==> config.mk <==
export PLATFORM = sky130hd
export DESIGN_NAME = sdram_init_seq
export DESIGN_NICKNAME = d
export VERILOG_FILES = /design/src/rtl/sdram_init_pkg.sv /design/src/rtl/sdram_init_mode.sv /design/src/rtl/sdram_init_ctrl.sv /design/src/rtl/sdram_init_drv.sv /design/src/rtl/sdram_init_seq.sv
export SDC_FILE = /design/constraint.sdc
export NUM_CORES = 1
export LEC_CHECK = 0
export ABC_AREA = 1
export BUFFER_PORTS_ARGS = -buffer_cell sky130_fd_sc_hd__buf_2
export CAP_MARGIN = 20
export CELL_PAD_IN_SITES_DETAIL_PLACEMENT = 0
export CELL_PAD_IN_SITES_GLOBAL_PLACEMENT = 1
export CORE_ASPECT_RATIO = 2
export CORE_UTILIZATION = 38
export CTS_BUF_LIST = sky130_fd_sc_hd__clkbuf_16
export DETAILED_ROUTE_END_ITERATION = 8
export PLACE_DENSITY_LB_ADDON = 0.1
export SETUP_SLACK_MARGIN = 0.5
export SLEW_MARGIN = 5
export SYNTH_ARGS = -nofsm -noshare
export SYNTH_HDL_FRONTEND = slang
export SYNTH_SLANG_ARGS = --single-unit
==> constraint.sdc <==
create_clock -name clk -period 1.91 [get_ports clk]
set_clock_uncertainty 0.15 [all_clocks]
set_input_delay 0.191 -clock clk [delete_from_list [all_inputs] [get_ports clk]]
set_output_delay 0.191 -clock clk [all_outputs]
set_load 0.005 [all_outputs]
==> src/rtl/sdram_init_pkg.sv <==
package sdram_init_pkg;

    localparam int unsigned MODE_W = 8;

    typedef enum logic [1:0] {
        CMD_NOP = 2'd0,
        CMD_MRS = 2'd1,
        CMD_REF = 2'd2,
        CMD_PRE = 2'd3
    } init_cmd_e;

    typedef struct packed {
        logic cs_n;
        logic ras_n;
        logic cas_n;
        logic we_n;
    } pin_cmd_t;

    typedef enum logic [2:0] {
        ST_IDLE,
        ST_WAIT,
        ST_ISSUE,
        ST_GAP,
        ST_RESTORE,
        ST_DONE
    } seq_state_e;

    // Pin pattern for a command; inactive slots deselect the device.
    function automatic pin_cmd_t encode_pins(input logic active, input init_cmd_e c);
        pin_cmd_t p;
        p = '{cs_n: 1'b1, ras_n: 1'b1, cas_n: 1'b1, we_n: 1'b1};
        if (active) begin
            unique case (c)
                CMD_NOP: p = '{cs_n: 1'b0, ras_n: 1'b1, cas_n: 1'b1, we_n: 1'b1};
                CMD_MRS: p = '{cs_n: 1'b0, ras_n: 1'b0, cas_n: 1'b0, we_n: 1'b0};
                CMD_REF: p = '{cs_n: 1'b0, ras_n: 1'b0, cas_n: 1'b0, we_n: 1'b1};
                CMD_PRE: p = '{cs_n: 1'b0, ras_n: 1'b0, cas_n: 1'b1, we_n: 1'b0};
                default: p = '{cs_n: 1'b1, ras_n: 1'b1, cas_n: 1'b1, we_n: 1'b1};
            endcase
        end
        return p;
    endfunction

    // Computed mode byte: CL decode depends on speed grade, narrow bus halves it.
    function automatic logic [MODE_W-1:0] calc_mode(input logic [1:0] cl_field,
                                                    input logic       fast_clk,
                                                    input logic       wide_bus);
        logic             lat_two;
        logic [MODE_W-1:0] v;
        lat_two = fast_clk ? (cl_field == 2'd0) : (cl_field == 2'd1);
        v       = lat_two ? 8'h40 : 8'h60;
        if (!wide_bus) v = v >> 1;
        return v;
    endfunction

endpackage

==> src/rtl/sdram_init_mode.sv <==
module sdram_init_mode
    import sdram_init_pkg::*;
(
    input  logic [1:0]        cl_field,
    input  logic              fast_clk,
    input  logic              wide_bus,
    input  logic [MODE_W-1:0] mode_ovr,
    output logic [MODE_W-1:0] mode_byte
);

    logic [MODE_W-1:0] computed;

    always_comb begin
        computed  = calc_mode(cl_field, fast_clk, wide_bus);
        mode_byte = (mode_ovr != '0) ? mode_ovr : computed;
    end

endmodule

==> src/rtl/sdram_init_ctrl.sv <==
module sdram_init_ctrl
    import sdram_init_pkg::*;
#(
    parameter int unsigned WAIT_CYC      = 20000,
    parameter int unsigned GAP_CYC       = 5,
    parameter int unsigned REFRESH_COUNT = 8,
    parameter int unsigned PASSES        = 2
) (
    input  logic      clk,
    input  logic      rst,
    input  logic      start,
    output logic      cmd_valid,
    output init_cmd_e cmd,
    output logic      refresh_allow,
    output logic      done
);

    localparam int unsigned CNT_MAX  = (WAIT_CYC > GAP_CYC) ? WAIT_CYC : GAP_CYC;
    localparam int unsigned CNT_W    = $clog2(CNT_MAX + 1);
    localparam int unsigned LIST_LEN = 2 * (REFRESH_COUNT + 2);
    localparam int unsigned IDX_W    = $clog2(LIST_LEN);
    localparam int unsigned PASS_W   = $clog2(PASSES + 1);

    localparam logic [CNT_W-1:0]  WAIT_LOAD = CNT_W'(WAIT_CYC - 1);
    localparam logic [CNT_W-1:0]  GAP_LOAD  = CNT_W'(GAP_CYC - 1);
    localparam logic [IDX_W-1:0]  LAST_IDX  = IDX_W'(LIST_LEN - 1);
    localparam logic [IDX_W-1:0]  MRS_IDX   = IDX_W'(LIST_LEN - 2);
    localparam logic [PASS_W-1:0] LAST_PASS = PASS_W'(PASSES - 1);

    seq_state_e        state;
    logic [CNT_W-1:0]  cnt;
    logic [IDX_W-1:0]  idx;
    logic [PASS_W-1:0] pass;

    // Command list is generated from the index: PRE, then alternating
    // command/NOP, refresh in every even slot except the mode load.
    function automatic init_cmd_e list_cmd(input logic [IDX_W-1:0] i);
        if (i == '0)           return CMD_PRE;
        else if (i[0])         return CMD_NOP;
        else if (i == MRS_IDX) return CMD_MRS;
        else                   return CMD_REF;
    endfunction

    always_ff @(posedge clk) begin
        if (rst) begin
            state <= ST_IDLE;
            cnt   <= '0;
            idx   <= '0;
            pass  <= '0;
        end else begin
            unique case (state)
                ST_IDLE: begin
                    if (start) begin
                        state <= ST_WAIT;
                        cnt   <= WAIT_LOAD;
                        pass  <= '0;
                    end
                end
                ST_WAIT: begin
                    if (cnt == '0) begin
                        state <= ST_ISSUE;
                        idx   <= '0;
                    end else begin
                        cnt <= cnt - 1'b1;
                    end
                end
                ST_ISSUE: begin
                    if (idx == LAST_IDX) begin
                        state <= ST_RESTORE;
                    end else begin
                        state <= ST_GAP;
                        cnt   <= GAP_LOAD;
                    end
                end
                ST_GAP: begin
                    if (cnt == '0) begin
                        state <= ST_ISSUE;
                        idx   <= idx + 1'b1;
                    end else begin
                        cnt <= cnt - 1'b1;
                    end
                end
                ST_RESTORE: begin
                    if (pass == LAST_PASS) begin
                        state <= ST_DONE;
                    end else begin
                        pass  <= pass + 1'b1;
                        state <= ST_WAIT;
                        cnt   <= WAIT_LOAD;
                    end
                end
                ST_DONE: state <= ST_DONE;
                default: state <= ST_IDLE;
            endcase
        end
    end

    always_comb begin
        cmd_valid     = (state == ST_ISSUE);
        cmd           = list_cmd(idx);
        refresh_allow = (state == ST_RESTORE) || (state == ST_DONE);
        done          = (state == ST_DONE);
    end

    // completion is sticky
    a_r5_done_sticky: assert property (@(posedge clk) disable iff (rst)
        done |=> done);

    // the first command of a pass always follows the power-up wait
    a_r2_wait_first: assert property (@(posedge clk) disable iff (rst)
        (state == ST_ISSUE && idx == '0) |-> $past(state) == ST_WAIT);

    // pass counter never runs past the configured number of passes
    always_ff @(posedge clk) begin
        if (!rst) begin
            a_r5_pass_bound: assert (pass <= LAST_PASS)
                else $error("pass counter out of range");
        end
    end

endmodule

==> src/rtl/sdram_init_drv.sv <==
module sdram_init_drv
    import sdram_init_pkg::*;
#(
    parameter int unsigned ADDR_W = 13,
    parameter int unsigned BA_W   = 2,
    parameter int unsigned AP_BIT = 10
) (
    input  logic              cmd_valid,
    input  init_cmd_e         cmd,
    input  logic [MODE_W-1:0] mode_byte,
    output logic              cs_n,
    output logic              ras_n,
    output logic              cas_n,
    output logic              we_n,
    output logic [ADDR_W-1:0] addr,
    output logic [BA_W-1:0]   ba
);

    pin_cmd_t pins;
    logic     is_mrs;
    logic     is_pre;

    always_comb begin
        pins   = encode_pins(cmd_valid, cmd);
        is_mrs = cmd_valid && (cmd == CMD_MRS);
        is_pre = cmd_valid && (cmd == CMD_PRE);
        cs_n   = pins.cs_n;
        ras_n  = pins.ras_n;
        cas_n  = pins.cas_n;
        we_n   = pins.we_n;
        ba     = '0;
    end

    for (genvar i = 0; i < ADDR_W; i++) begin : g_addr
        if (i < MODE_W) begin : g_mode_bit
            assign addr[i] = is_mrs ? mode_byte[i] : 1'b0;
        end else if (i == AP_BIT) begin : g_ap_bit
            assign addr[i] = is_pre;
        end else begin : g_zero_bit
            assign addr[i] = 1'b0;
        end
    end

endmodule

==> src/rtl/sdram_init_seq.sv <==
module sdram_init_seq
    import sdram_init_pkg::*;
#(
    parameter int unsigned CLK_MHZ       = 100,
    parameter int unsigned WAIT_US       = 200,
    parameter int unsigned GAP_CYC       = 5,
    parameter int unsigned REFRESH_COUNT = 8,
    parameter int unsigned PASSES        = 2,
    parameter int unsigned ADDR_W        = 13,
    parameter int unsigned BA_W          = 2
) (
    input  logic              clk,
    input  logic              rst,
    input  logic              start,
    input  logic [1:0]        cfg_cl_field,
    input  logic              cfg_fast_clk,
    input  logic              cfg_wide_bus,
    input  logic [7:0]        cfg_mode_ovr,
    input  logic              cfg_refresh_on,
    output logic              sd_cs_n,
    output logic              sd_ras_n,
    output logic              sd_cas_n,
    output logic              sd_we_n,
    output logic [ADDR_W-1:0] sd_addr,
    output logic [BA_W-1:0]   sd_ba,
    output logic              refresh_en,
    output logic              init_done
);

    localparam int unsigned WAIT_CYC = CLK_MHZ * WAIT_US;
    localparam int unsigned AP_BIT   = 10;
    localparam int unsigned GAP_W    = $clog2(GAP_CYC + 2);

    logic              cmd_valid;
    init_cmd_e         cmd;
    logic              refresh_allow;
    logic [MODE_W-1:0] mode_byte;

    sdram_init_mode u_mode (
        .cl_field (cfg_cl_field),
        .fast_clk (cfg_fast_clk),
        .wide_bus (cfg_wide_bus),
        .mode_ovr (cfg_mode_ovr),
        .mode_byte(mode_byte)
    );

    sdram_init_ctrl #(
        .WAIT_CYC     (WAIT_CYC),
        .GAP_CYC      (GAP_CYC),
        .REFRESH_COUNT(REFRESH_COUNT),
        .PASSES       (PASSES)
    ) u_ctrl (
        .clk          (clk),
        .rst          (rst),
        .start        (start),
        .cmd_valid    (cmd_valid),
        .cmd          (cmd),
        .refresh_allow(refresh_allow),
        .done         (init_done)
    );

    sdram_init_drv #(
        .ADDR_W(ADDR_W),
        .BA_W  (BA_W),
        .AP_BIT(AP_BIT)
    ) u_drv (
        .cmd_valid(cmd_valid),
        .cmd      (cmd),
        .mode_byte(mode_byte),
        .cs_n     (sd_cs_n),
        .ras_n    (sd_ras_n),
        .cas_n    (sd_cas_n),
        .we_n     (sd_we_n),
        .addr     (sd_addr),
        .ba       (sd_ba)
    );

    assign refresh_en = refresh_allow & cfg_refresh_on;

    // ---------------- checks on the pin stream ----------------
    logic pin_mrs;
    logic pin_pre;
    assign pin_mrs = !sd_cs_n && !sd_ras_n && !sd_cas_n && !sd_we_n;
    assign pin_pre = !sd_cs_n && !sd_ras_n &&  sd_cas_n && !sd_we_n;

    // refresh never enabled while a command is on the pins
    a_r6_refresh_off: assert property (@(posedge clk) disable iff (rst)
        !sd_cs_n |-> !refresh_en);

    // mode load carries the selected byte
    a_r10_mrs_byte: assert property (@(posedge clk) disable iff (rst)
        pin_mrs |-> (sd_addr[7:0] == mode_byte && sd_ba == '0));

    // a nonzero override reaches the pins unchanged
    a_r9_override: assert property (@(posedge clk) disable iff (rst)
        (pin_mrs && cfg_mode_ovr != 8'h00) |-> sd_addr[7:0] == cfg_mode_ovr);

    // precharge addresses all banks
    a_r10_pre_all: assert property (@(posedge clk) disable iff (rst)
        pin_pre |-> sd_addr[AP_BIT]);

    // nothing is issued once complete
    a_r11_quiet_done: assert property (@(posedge clk) disable iff (rst)
        init_done |-> sd_cs_n);

    // minimum deselected run between commands, tracked by a counter
    logic [GAP_W-1:0] idle_run;
    logic             seen_cmd;
    always_ff @(posedge clk) begin
        if (rst) begin
            idle_run <= '0;
            seen_cmd <= 1'b0;
        end else if (!sd_cs_n) begin
            if (seen_cmd) begin
                a_r4_min_gap: assert (idle_run >= GAP_W'(GAP_CYC))
                    else $error("command gap too short: %0d", idle_run);
            end
            idle_run <= '0;
            seen_cmd <= 1'b1;
        end else if (idle_run < GAP_W'(GAP_CYC)) begin
            idle_run <= idle_run + 1'b1;
        end
    end

endmodule

### Word-level counts from Yosys, hierarchy flattened

Cells that the tools add are included.

| operators by class | value |
|---|---|
| add/sub/neg operators | 3 |
| eq/ne operators | 19 |
| mux-type cells | 33 |
| bitwise logic cells | 1 |
| reductions and logical operators | 17 |

Operators by type and width:

| kind | count |
|---|---|
| 15-bit 2-to-1 mux | 4 |
| 15-bit case mux with 4 select lines | 1 |
| 8-bit 2-to-1 mux | 2 |
| 4-bit case mux with 4 select lines | 1 |
| 15-bit zero test | 1 |
| 3-bit case mux with 5 select lines | 1 |
| 15-bit by 1-bit subtractor with 15-bit output (second input constant) | 1 |
| 3-bit 2-to-1 mux | 4 |
| 5-bit == test (second input constant) | 2 |
| 2-bit 2-to-1 mux | 5 |
| 5-bit 2-to-1 mux | 2 |
| 5-bit case mux with 2 select lines | 1 |
| 1-bit 2-to-1 mux | 9 |
| 2-bit != test (second input constant) | 4 |
| 8-bit nonzero test | 1 |
| 2-bit by 1-bit == test with 1-bit output (second input constant) | 3 |
| 3-bit by 2-bit == test with 1-bit output (second input constant) | 2 |
| 3-bit == test (second input constant) | 2 |
| 6-bit 2-to-1 mux | 1 |
| 2-bit by 1-bit != test with 1-bit output (second input constant) | 3 |
| 3-bit AND reduction | 2 |
| 5-bit by 1-bit adder with 5-bit output (second input constant) | 1 |
| 5-bit zero test | 1 |
| 5-bit AND reduction | 1 |
| other kinds (14) | 18 |

| word-level totals | value |
|---|---|
| register bits after elaboration | 25 |
| output and inout bits | 21 |

### Depth between registers and ports, before layout

| depth | value |
|---|---|
| depth in word-level cells | 7 |
| depth in mapped cells | 12 |
| depth with buffers taken out | 11 |

### Cells and area by module

A second synthesis with hierarchy kept.

| unflattened totals | value |
|---|---|
| cells, all modules | 363 |
| area, all modules | 2,149.6 um2 |

By module, submodules not included:

| module | times used | cells an instance | area each (um2) |
|---|---|---|---|
| sdram_init_ctrl | 1 | 295 | 1,826.8 |
| sdram_init_drv | 1 | 39 | 210.2 |
| sdram_init_mode | 1 | 27 | 105.1 |
| sdram_init_seq | 1 | 2 | 7.5 |

### Worst setup path before layout

No wires, ideal clock.

| timing | value |
|---|---|
| path type | register to register |
| start point | register u_ctrl.cnt[0] |
| end point | register u_ctrl.cnt[6] |
| setup time | 0.068 ns |
| arrival | 1.405 ns |
| data required time | 1.692 ns |
| slack | 0.287 ns |
| cell stages (with the launch flop) | 10 |
| buffers on the path | 1 |
| cells stage by stage | dfxtp_1 inv_1 ha_1 nand3_2 nor2_4 nand3_4 nand2_4 buf_6 nand2_1 a21oi_2 |

| between the ends | value |
|---|---|
| word-level cells in the longest chain between the ends | 3 |
| elaborated cells on any way between the ends | 6 |

RTL lines:

| item | line | source |
|---|---|---|
| start, declared | sdram_init_ctrl.sv:31 | `logic [CNT_W-1:0] cnt;` |
| start signal, assigned | sdram_init_ctrl.sv:64 | `cnt <= cnt - 1'b1;` |
| start signal, assigned | sdram_init_ctrl.sv:80 | `cnt <= cnt - 1'b1;` |
| 15-bit by 1-bit subtractor with 15-bit output / 15-bit zero test (equally long branches) | - |  |
| 15-bit 2-to-1 mux / 2-bit != test (equally long branches) | - |  |
| 15-bit case mux with 4 select lines / 5-bit AND reduction (equally long branches) | - |  |

Parallel ways exist; a longest one is shown, timed or not. The select of a mux whose other input is x is not followed.
A chain may end at the register's enable or synchronous reset.

### Final worst setup path

| timing | value |
|---|---|
| start point | register u_ctrl.cnt[12] |
| end point | register u_ctrl.cnt[6] |

| between the ends | value |
|---|---|
| word-level cells in the longest chain between the ends | 3 |

RTL lines:

| item | line |
|---|---|
| 15-bit zero test | sdram_init_ctrl.sv:60, sdram_init_ctrl.sv:76 |
| 2-bit != test (no source line) | - |
| 5-bit AND reduction (no source line) | - |

Every way passes these cells.

==> results.sh <==
export IMPL_drv_slew=0
export IMPL_setup_tns_ns=0
export IMPL_synth_simple_area_share_pct=44.4
export IMPL_max_stage_delay_ns=0.45
export IMPL_worst_pin_slew_ns=0.514
export IMPL_ys_flop_type="dfxtp_1"
export IMPL_place_hpwl_um=4120
export IMPL_ys_ff_latch=25
export IMPL_vias=2153
export IMPL_crit_family="simple AND/OR/NAND/NOR gates"
export IMPL_io_pin_count=37
export IMPL_crit_path_cell_trace="nor3_2 -> nand3_4 -> buf_6 -> nand2_8 -> nand2_1 -> a21oi_2"
export IMPL_diodes=0
export IMPL_numCtsBuffers=3
export IMPL_netlist_top_cell_by_area="dfxtp_1"
export IMPL_core_area_mm2=0.00464
export IMPL_fmaxAchievable_mhz=589
export IMPL_drt_pass1_iter_count=4
export IMPL_route_detailed_drc=0
export IMPL_hold_path_class="in2reg"
export IMPL_nets=397
export IMPL_slew_limit_headroom_pct=65.6
export IMPL_finalNonFillerCells=430
export IMPL_cp_startpoint="u_ctrl.cnt[12]$_SDFFE_PP0P_"
export IMPL_hold_path_depth=2
export IMPL_met1_length_um=1950
export IMPL_cp_end_kind="flip-flop"
export IMPL_start_util_pct=40.3
export IMPL_async_reset_ff_share_pct=0
export IMPL_synth_area_leaders="dfxtp_1, nand2_1, nor2_1"
export IMPL_via_per_inst=5.01
export IMPL_clockBufferDepth=2
export IMPL_reg2reg_depth=6
export IMPL_ant_nets=0
export IMPL_dieArea_mm2=0.00522
export IMPL_min_from="rst"
export IMPL_rows=35
export IMPL_wl_per_cell_um=14.2
export IMPL_place_inst=392
export IMPL_post_route_min_period_ns=1.70
export IMPL_antenna_found_initial=0
export IMPL_synth_compound_area_share_pct=10.0
export IMPL_cts_clk_slew_worst_paths_ns=0.07
export IMPL_place_congestion=0.792
export IMPL_worstSetupPathDepth=6
export IMPL_io_buffers=30
export IMPL_highest_layer="met4"
export IMPL_yosysUniqueCellTypes=29
export IMPL_syn_area_per_cell_um2=6.15
export IMPL_critical_path_buf_inv_count=1
export IMPL_synthMuxAreaShare_pct=0
export IMPL_p_leak_nw=1.31
export IMPL_synth_top_family_by_area="simple AND/OR/NAND/NOR gates"
export IMPL_met2_wirelength_um=3680
export IMPL_ys_warn_count=0
export IMPL_synth_adder_area_share_pct=3.35
export IMPL_syn_inst=304
export IMPL_fp_dieW_um=51.6
export IMPL_rsz0062_at_grt="true"
export IMPL_status="finished clean"
export IMPL_cts_tree="built"
export IMPL_yosys_area_share_xor_xnor_pct=1.87
export IMPL_htree_levels=1
export IMPL_finalCritPeriodShare_pct=88.8
export IMPL_worst_setup_path_start_kind="flip-flop"
export IMPL_maxCapViolCount=0
export IMPL_drt_iter0_markers=51
export IMPL_cts_sinks=25
export IMPL_power_density_mw_per_mm2=1340
export IMPL_critical_path_slowest_cell="nor3_2"
export IMPL_setup_viol=0
export IMPL_grt_pass1_vias=2151
export IMPL_crit_type="reg2reg"
export IMPL_seq_area_frac_synth_pct=26.8
export IMPL_timing_critical_path_arrival_ns=1.75
export IMPL_cts_root_buf="clkbuf_16"
export IMPL_yosys_top_cells_count="nand2_1, nor2_1, inv_1"
export IMPL_grtUsageTotal_pct=24.6
export IMPL_area_delta_synth_final_pct=56.0
export IMPL_yosys_cell_count_top_type="nand2_1"
export IMPL_hold_viol=0
export IMPL_wl_met3_um=145
export IMPL_grt_pass1_wl_um=9470
export IMPL_required_ns=1.96
export IMPL_chipHeight_um=101
export IMPL_path_max_fanout=7
export IMPL_ir_drop_mv=0.942
export IMPL_syn_area_mm2=0.00187
export IMPL_r2r_start="u_ctrl.cnt[12]$_SDFFE_PP0P_"
export IMPL_grt_overflow_total=0
export IMPL_grt_max_degree=14
export IMPL_drive_above_1_share_pct=48.3
export IMPL_yosysTopAreaCellShare_pct=26.8
export IMPL_wirelength_um=6100
export IMPL_clk_latency_ns=0.26
export IMPL_synth_edf_count=0
==> report_power, final <==
part	switching [W]	internal [W]	total, W
Combinational	0.00147	0.00110	0.00257
Sequential	0.000176	0.000692	0.000868
Clock	0.000196	0.000281	0.000476
==> final timing paths <==
check,end,slack (ns)
worst max-delay path,u_ctrl.cnt[6]$_SDFFE_PP0P_,0.21
worst min-delay path,u_ctrl.state[2]$_SDFFE_PP0P_,0.17
worst max register to register,u_ctrl.cnt[6]$_SDFFE_PP0P_,0.21
worst min register to register,u_ctrl.pass[1]$_SDFFE_PP0P_,0.30
==> flip-flops by register name (all words and copies together) (netlist names) <==
register / count
u_ctrl.state: 3
u_ctrl.pass: 2
u_ctrl.idx: 5
u_ctrl.cnt: 15
==> layout by cell type, fill, tap and decap left out, types with 5 or more instances in the layout <==
| cell type | instances |
|---|---|
| nand2_1 | 52 |
| nor2_1 | 48 |
| buf_4 | 30 |
| inv_1 | 29 |
| buf_2 | 29 |
| nand2_2 | 18 |
| nand3_1 | 16 |
| dfxtp_1 | 14 |
| nor2_4 | 13 |
| a21oi_2 | 13 |
| a21oi_1 | 11 |
| nor2_2 | 10 |
| buf_6 | 10 |
| inv_2 | 9 |
| nand3_2 | 7 |
| conb_1 | 6 |
| dfxtp_2 | 6 |
| dfxtp_4 | 5 |
==> per-stage QoR <==
step                util (%)  cell area (um^2)  hold slack [ns]  power [W]  setup slack [ns]
finish                  62.8              2920            0.172    0.00392             0.213
global route            62.8              2920            0.182    0.00420             0.122
CTS                     58.1              2700            0.154    0.00357             0.204
detailed placement      46.2              2140            0.306    0.00257            0.0965
global placement        46.2              2140            0.302    0.00257            0.0948
floorplan                  -              1940            0.110    0.00213             0.406
==> routing by layer <==
metal	vias up	GRT usage (%)
met5	-	0
met4	0	13.9
met3	23	1.95
met2	51	52.0
met1	991	20.1
li1	1088	-
==> cells by family after synthesis <==
group | Yosys count
flip-flops | 25
adder cells (fa/ha/maj) | 5
XOR/XNOR | 4
AND/OR/NAND/NOR | 181
other | 1
AO/OA/AOI/OAI | 34
buffers and inverters | 54
==> cell type report <==
| class | instances | area, um^2 |
|---|---|---|
| clock buffers | 3 | 75.1 |
| clock inverters | 1 | 3.75 |
| fillers | 443 | 1730 |
| inverters | 41 | 164 |
| multi-input cells | 232 | 1520 |
| flip-flops and latches | 25 | 527 |
| well taps | 55 | 68.8 |
| repair buffers | 73 | 561 |
==> timing repair <==
action,in CTS,in global routing
endpoints found under the hold margin,0,0
hold buffers,0,0
resized for setup,71,49
cloned,3,0
endpoints found under the setup margin,35,39
pin swaps,21,29
buffers inserted,24,7
==> worst reg2reg max path, delay by kind of cell (launching register included) <==
family / cells / cell delay, ns
and+or+nand+nor: 4 / 0.83
DFF: 1 / 0.33
AOI/OAI and AO/OA: 1 / 0.13
buffers and inverters: 1 / 0.19
(Power assumes the default switching activity.)
